<file path="config.mk">
export PLATFORM = sky130hd
export DESIGN_NAME = spcl_regfile
export DESIGN_NICKNAME = d
export VERILOG_FILES = /design/src/rtl/spcl_regfile.sv
export SDC_FILE = /design/constraint.sdc
export NUM_CORES = 1
export LEC_CHECK = 0
export ABC_AREA = 1
export ABC_CLOCK_PERIOD_IN_PS = 1900
export CORE_AREA = 4 4 104 106
export DETAILED_ROUTE_END_ITERATION = 6
export DIE_AREA = 0 0 108 110
export DONT_BUFFER_PORTS = 1
export GPL_TIMING_DRIVEN = 0
export PLACE_DENSITY_LB_ADDON = 0.08
export SETUP_SLACK_MARGIN = 0.3
export SYNTH_ARGS = -nofsm -noshare
export SYNTH_HDL_FRONTEND = slang
export SYNTH_SLANG_ARGS = --single-unit
</file>
<file path="constraint.sdc">
create_clock -name clk -period 1.9 [get_ports clk]
set_input_delay 0.19 -clock clk [delete_from_list [all_inputs] [get_ports clk]]
set_output_delay 0.19 -clock clk [all_outputs]
set_load 0.01 [all_outputs]
</file>
<file path="src/rtl/spcl_regfile.sv">
module spcl_regfile #(
  parameter int DATA_W = 16,
  parameter int SEL_W  = 3,
  parameter int FLAG_W = 4
) (
  input  logic              clk,
  input  logic              rst_n,
  input  logic              instr_done,
  input  logic              wr_en,
  input  logic [SEL_W-1:0]  wr_sel,
  input  logic [DATA_W-1:0] wr_data,
  input  logic              flag_we,
  input  logic [FLAG_W-1:0] flag_in,
  input  logic [SEL_W-1:0]  rd_sel,
  input  logic [SEL_W-1:0]  ra_sel,
  input  logic [SEL_W-1:0]  rb_sel,
  output logic [DATA_W-1:0] rd_data,
  output logic [DATA_W-1:0] ra_data,
  output logic [DATA_W-1:0] rb_data,
  output logic [DATA_W-1:0] pc_out
);

  localparam int NUM_CODES = 2 ** SEL_W;
  localparam int GP_FIRST  = 1;
  localparam int GP_LAST   = 4;
  localparam int CODE_FLAG = 5;
  localparam int CODE_PC   = 7;

  logic [DATA_W-1:0] gp_q [GP_FIRST:GP_LAST];
  logic [FLAG_W-1:0] fl_q;
  logic [DATA_W-1:0] pc_q;
  logic [DATA_W-1:0] view [NUM_CODES];

  wire pc_write = wr_en && (wr_sel == SEL_W'(CODE_PC));

  for (genvar g = GP_FIRST; g <= GP_LAST; g++) begin : g_gp
    always_ff @(posedge clk) begin
      if (!rst_n)
        gp_q[g] <= '0;
      else if (instr_done && wr_en && (wr_sel == SEL_W'(g)))
        gp_q[g] <= wr_data;
    end
  end

  always_ff @(posedge clk) begin
    if (!rst_n)
      fl_q <= '0;
    else if (instr_done && flag_we)
      fl_q <= flag_in;
  end

  always_ff @(posedge clk) begin
    if (!rst_n)
      pc_q <= '0;
    else if (instr_done)
      pc_q <= pc_write ? wr_data : pc_q + DATA_W'(1);
  end

  for (genvar v = 0; v < NUM_CODES; v++) begin : g_view
    if (v >= GP_FIRST && v <= GP_LAST) begin : g_gp_rd
      assign view[v] = gp_q[v];
    end else if (v == CODE_FLAG) begin : g_fl_rd
      assign view[v] = {{(DATA_W-FLAG_W){1'b0}}, fl_q};
    end else if (v == CODE_PC) begin : g_pc_rd
      assign view[v] = pc_q;
    end else begin : g_zero_rd
      assign view[v] = '0;
    end
  end

  assign rd_data = view[rd_sel];
  assign ra_data = view[ra_sel];
  assign rb_data = view[rb_sel];
  assign pc_out  = pc_q;

  assert_pc_step_R8: assert property (@(posedge clk) disable iff (!rst_n)
    (instr_done && !(wr_en && wr_sel == SEL_W'(CODE_PC))) |=> (pc_out == $past(pc_out) + DATA_W'(1)));

  assert_pc_write_wins_R9: assert property (@(posedge clk) disable iff (!rst_n)
    (instr_done && wr_en && wr_sel == SEL_W'(CODE_PC)) |=> (pc_out == $past(wr_data)));

  assert_pc_hold_R4: assert property (@(posedge clk) disable iff (!rst_n)
    !instr_done |=> $stable(pc_out));

  assert_flag_hold_R5: assert property (@(posedge clk) disable iff (!rst_n)
    !(instr_done && flag_we) |=> $stable(view[CODE_FLAG]));

  assert_flag_load_R5: assert property (@(posedge clk) disable iff (!rst_n)
    (instr_done && flag_we) |=> (view[CODE_FLAG] == DATA_W'($past(flag_in))));

  assert_zero_code_R2: assert property (@(posedge clk) disable iff (!rst_n)
    (ra_sel == '0) |-> (ra_data == '0));

  assert_unused_code_R7: assert property (@(posedge clk) disable iff (!rst_n)
    (rb_sel == SEL_W'(6)) |-> (rb_data == '0));

  assert_pc_port_R10: assert property (@(posedge clk) disable iff (!rst_n)
    (rd_sel == SEL_W'(CODE_PC)) |-> (rd_data == pc_out));

endmodule

</file>
==> results of run 1 <==
## worst max-delay path: cells and delay by family, from the launching register on
| family | cells | cell delay, ns |
|---|---|---|
| buffers and inverters | 1 | 0.16 |
| flip-flops | 1 | 0.42 |
| AO/OA/AOI/OAI | 3 | 0.50 |
## timing repair
action,CTS,global route
endpoints found under the hold margin,2,0
setup buffers,0,1
gates resized for setup,28,60
hold buffers,2,0
pin swaps,0,5
endpoints found under the setup margin,29,75
## where the power goes
part           switching (mW)  total (mW)  internal (mW)
logic                   0.591       0.803          0.212
registers              0.0963        2.17           2.07
clock network           0.609        1.20          0.589
## synthesized netlist by cell type, types with 2 or more instances
cell        n
inv_1     137
a21oi_1   107
o21ai_0   104
nor2_1    101
nand2_1    95
edfxtp_1   64
o22ai_1    59
clkbuf_1   22
dfxtp_1    20
o21ai_1    18
buf_2      17
nand3_1    17
nand4_2     4
a211oi_2    3
nand2_2     3
nand4_1     3
buf_1       2
inv_2       2
## area by class of cell
cell class / count / area [um2] / area share
buffer: 43 / 213 / 0.0347
clock buffer: 9 / 124 / 0.0202
clock inverter: 6 / 56.3 / 0.00919
inverter: 140 / 529 / 0.0864
multi-input combinational: 526 / 2660 / 0.434
sequential: 84 / 2350 / 0.384
tap: 133 / 166 / 0.0272
timing repair buffer: 3 / 27.5 / 0.00449
## layer usage
layer	vias up	track usage
met3	37	0.0850
met1	2733	0.451
met2	462	0.535
met5	-	0
met4	0	0.118
li1	2719	-
## kinds of logic after synthesis
kind of cell | count (synthesis)
simple gates | 229
fa+ha+maj | 1
buf+inv | 183
compound gates | 296
flops | 84
## sequential cells by signal, indices dropped and copies added, names as in the netlist
name and flops:
gp_q 64, fl_q 4, pc_out 16
## worst paths after layout
check,startpoint,end,slack (ns),depth (start not counted)
hold / removal,flag_in[0],fl_q[0]$_SDFFE_PN0P_,0.05,2
hold reg to reg,pc_out[11]$_SDFFE_PN0P_,pc_out[11]$_SDFFE_PN0P_,0.53,2
setup / recovery,pc_out[3]$_SDFFE_PN0P_,rb_data[3],0.28,4
setup reg to reg,pc_out[1]$_SDFFE_PN0P_,pc_out[10]$_SDFFE_PN0P_,0.38,11
==> impl_results.md, run 1 <==
* Outcome: complete, but fails checks
* Failing checks: DRC
* XOR/XNOR Fraction of Synth Area at 0
* Synthesized area at 5610 um2
* CP max stage delay at 0.42 ns
* Primary FF master, synth: edfxtp_1
* Wire length per cell at 21.5 um
* # placed instances at 926
* PwrDens at 681 nW/um2
* Mux share of post-synthesis cell area at 0
* 1st-pass router iterations at 7
* Setup TNS at 0 ns
* Highest metal used: met4
* Period utilisation layout at 0.851
* GP Congestion at 0.939
* Arr. time, crit path at 1.43 ns
* Seq/Total Area, Yosys at 0.414
* Residual DRC at 6
* Largest family of logic cells by synthesized area: compound AO/OA/AOI/OAI gates
* Design Area, Final at 6130 um2
* Routed WL at 20300 um
* I/O Buffers at 0
* Final Hold Viols at 0
* Die Width at 108 um
* Reg clk slew, reported paths at 0.08 ns
* RSZ-0062 raised after global routing: yes
* FILL cells at 893
* Cts bufs inserted at 9
* Area grow syn2layout at 9.31%
* Final worst path period need at 1.62 ns
* Die height at 110 um
* CP required at 1.71 ns
* Nets at 845
* Initial DRC count at 884
* Adder-Cell Fraction of Synth Area at 0.00223
* Setup CP Type: flop to output pin
* Total GRT Usage at 0.337
* Highest-count cells in the layout ignoring fill and taps: inv_1 (122), a21oi_1 (100), nor2_1 (100), nand2_1 (95), o21ai_0 (85)
* VDD IR max at 0.540 mV
* Warning count from the yosys run at 0
* Power consumption at 4.17 mW
* H-tree depth at 3
* Clock buffer depth at 2
* Post-synth EDFFs at 64
* CTS tree: yes
* CP Capture Type: output pin
* Mapped Nets at 831
* Max-slew violations at 0
* Core footprint at 9770 um2
* Cell taking the most area after synthesis: edfxtp_1
* Share of layout cells above drive strength 1 at 0.134
* Metal2 WL at 9200 um
* Cell chain of the critical path: clkinvlp_4 > o22ai_2 > a21oi_2 > o21ai_2
* Hold slack at 0.0519 ns
* Met1 wire length at 7970 um
* Mapped Cells at 793
* Yosys reg bits at 84
* Post-synthesis compound-gate area fraction at 0.284
* Initial core utilization at 0.573
* Via density at 6.30
* Worst setup margin at 0.282 ns
* Detailed-placement wirelength estimate at 14900 um
* Asr flop ratio synth at 0
* Post-layout util at 0.627
* Met3 WL post-DR at 2770 um
* Routed Antenna Nets at 0
* Placed cell area at 5790 um2
* Die area at 11900 um2
* # rows at 36
* Post-Synth Simple-Gate Area at 0.171
* Post-synth top area share at 0.343
* Initial antenna violation count at 0
* Synth top area cells: edfxtp_1 (34%), a21oi_1 (9.6%), o21ai_0 (9.3%)
* Minimum setup slack after placement at -0.0446 ns
* Fmax achieved at 618 MHz
* # IOs at 101
* Least-Margin Pin Slew at 0.865 ns
* Yosys cell types at 33
* ANT cells at 0
* Max capacitance violation total at 0
* DR vias at 5951
* Slew HR at 0.423
* First-pass GRT wire length at 30100 um
* Fin Clk Skew at 0.0110 ns
* Crit Path Max Fanout at 6
* Pleak at 2.60 nW
* Non-filler cells in the finished layout at 944
* Clock root cell: clkbuf_8
* Vias in the first global route at 5569
* Global route overflow at 0
* Critical path's slowest cell: dfxtp_4
* Clk_lat worst skew at 0.35 ns
* Most common cell after layout, fill and taps aside: inv_1
* Final setup viols at 0
* Syn_area_per_cell at 7.07 um2
* HP Class: input port to flop
* CP Launch Type: flop
* Pin count of the biggest net entering global routing at 17
* CTS sink count at 84
No activity file was read; power rests on OpenSTA's default activity.
==> inputs of run 2 (changes only) <==
--- a/config.mk
+++ b/config.mk
@@ -6,10 +6,10 @@
 export NUM_CORES = 1
 export LEC_CHECK = 0
 export ABC_AREA = 1
-export ABC_CLOCK_PERIOD_IN_PS = 1900
-export CORE_AREA = 4 4 104 106
+export ABC_CLOCK_PERIOD_IN_PS = 1910
+export CORE_AREA = 4 4 97 99
 export DETAILED_ROUTE_END_ITERATION = 6
-export DIE_AREA = 0 0 108 110
+export DIE_AREA = 0 0 101 103
 export DONT_BUFFER_PORTS = 1
 export GPL_TIMING_DRIVEN = 0
 export PLACE_DENSITY_LB_ADDON = 0.08
==> constraint.sdc (replaced) <==
create_clock -name clk -period 1.91 [get_ports clk]
set_input_delay 0.191 -clock clk [delete_from_list [all_inputs] [get_ports clk]]
set_output_delay 0.191 -clock clk [all_outputs]
set_load 0.01 [all_outputs]
==> impl_results.md, run 2 (same netlist as run 1, synthesis figures left out) <==
* Die Width at 101 um
* CP required at 1.72 ns
* Number of flip-flops under the largest register name at 64
* Core footprint at 8550 um2
* Pin count of the biggest net entering global routing at 17
* Register area at 2350 um2
* Critical path's slowest cell: dfxtp_4
* Most common cell after layout, fill and taps aside: inv_1
* Slew HR at 0.405
* Cts bufs inserted at 9
* Final Hold Viols at 0
* PwrDens at 693 nW/um2
* HP Class: input port to flop
* Initial core utilization at 0.656
* ANT cells at 0
* Clock network fraction of total power at 0.302
* # rows at 34
* Share of layout cells above drive strength 1 at 0.118
* Placed cell area at 5750 um2
* Initial antenna violation count at 0
* Final worst path period need at 1.67 ns
* # IOs at 101
* CP Launch Type: flop
* Via density at 6.77
* Initial DRC count at 802
* Max-slew violations at 0
* DR vias at 6225
* Switch Pwr at 1.32 mW
* Max capacitance violation total at 0
* Cell chain of the critical path: clkinvlp_4 > o22ai_1 > a21oi_1 > o21ai_2
* GP Congestion at 0.986
* Final setup viols at 0
* Highest-count cells in the layout ignoring fill and taps: inv_1 (132), a21oi_1 (103), nor2_1 (100), nand2_1 (95), o21ai_0 (89)
* Nets at 844
* Design Area, Final at 6100 um2
* Sw frac at 0.312
* CTS sink count at 84
* Biggest register: gp_q
* FILL cells at 683
* Reg clk slew, reported paths at 0.08 ns
* Die height at 103 um
* Detailed-placement wirelength estimate at 14700 um
* Residual DRC at 0
* H-tree depth at 3
* First-pass GRT wire length at 30900 um
* Clk_lat worst skew at 0.34 ns
* CP max stage delay at 0.42 ns
* Routed Antenna Nets at 0
* Crit Path Max Fanout at 6
* 1st-pass router iterations at 6
* Fin Clk Skew at 0.00657 ns
* Routed WL at 20500 um
* Post-layout util at 0.714
* Area of the multi-input gates at 2660 um2
* Internal power at 2.91 mW
* Vias in the first global route at 5783
* Least-Margin Pin Slew at 0.892 ns
* Arr. time, crit path at 1.48 ns
* Sequential Power Share at 0.511
* Setup TNS at 0 ns
* Clock buffer depth at 2
* Total GRT Usage at 0.391
* VDD IR max at 0.683 mV
* Combinational Power Share at 0.187
* I/O Buffers at 0
* Die area at 10400 um2
* CP Capture Type: output pin
* Power consumption at 4.23 mW
* Period utilisation layout at 0.876
* CTS tree: yes
* RSZ-0062 raised after global routing: yes
* Setup CP Type: flop to output pin
* Wire length per cell at 22.3 um
* Clock root cell: clkbuf_8
* Fmax achieved at 598 MHz
* Area grow syn2layout at 8.88%
* Global route overflow at 0
* Outcome: finished clean
* Pleak at 2.59 nW
[run 2: changes by cell type in the layout (fill, tap and decap cells not counted), moves of 3 or more]
cell,delta
inv_1,+10
buf_4,+3
a21oi_1,+3
clkinvlp_4,+3
inv_2,-11
o21ai_0,+4
a21oi_2,-3
[run 2: timing repair]
action                     CTS  global route
pin swaps                    0             8
setup buffers                0             2
setup endpoints to repair   34            76
hold buffers                 0             0
gates resized for setup     23            51
[run 2: metrics by stage]
step	hold WS [ns]	std cells	setup WS, ns
final	0.0269	919	0.237
after global routing	0.0318	919	0.175
after CTS	0.00778	917	0.281
after detailed placement	0.372	901	-0.0283
after global placement	0.366	901	-0.0339
after floorplan	0.357	793	0.356
[run 2: layout make-up]
type | instances | area share
Sequential cell | 84 | 0.386
Multi-Input combinational cell | 526 | 0.436
Buffer | 43 | 0.0340
Clock buffer | 12 | 0.0238
Tap cell | 108 | 0.0221
Inverter | 140 | 0.0873
Timing Repair Buffer | 2 | 0.00246
Clock inverter | 4 | 0.00820
[run 2: power groups by stage]
stage	registers (mW)	clock network, mW	logic, mW
2_1_floorplan	2.15	0	0.535
3_3_place_gp	2.18	0	0.712
3_5_place_dp	2.19	0	0.730
4_1_cts	2.15	1.27	0.742
5_1_grt	2.16	1.34	0.860
6_report	2.16	1.28	0.793
[run 2: critical path: cells and delay by family, from the launching register on]
| kind | cells | cell delay, ns |
|---|---|---|
| flops | 1 | 0.42 |
| buf+inv | 1 | 0.17 |
| compound gates | 3 | 0.54 |
[run 2: final timing paths]
kind                                   to  slack [ns]                     from  cells after the start
setup / recovery               rd_data[3]        0.24   pc_out[3]$_SDFFE_PN0P_                      4
hold / removal       fl_q[2]$_SDFFE_PN0P_        0.03               flag_in[2]                      2
setup reg to reg  pc_out[10]$_SDFFE_PN0P_        0.40   pc_out[0]$_SDFFE_PN0P_                     11
hold reg to reg   pc_out[15]$_SDFFE_PN0P_        0.52  pc_out[15]$_SDFFE_PN0P_                      2
[run 2: layer usage]
metal,global-route usage,up-vias,share of wire
met5,0,-,0
met1,0.513,2853,0.36
met3,0.127,97,0.16
li1,-,2712,-
met2,0.605,563,0.45
met4,0.152,0,0.039
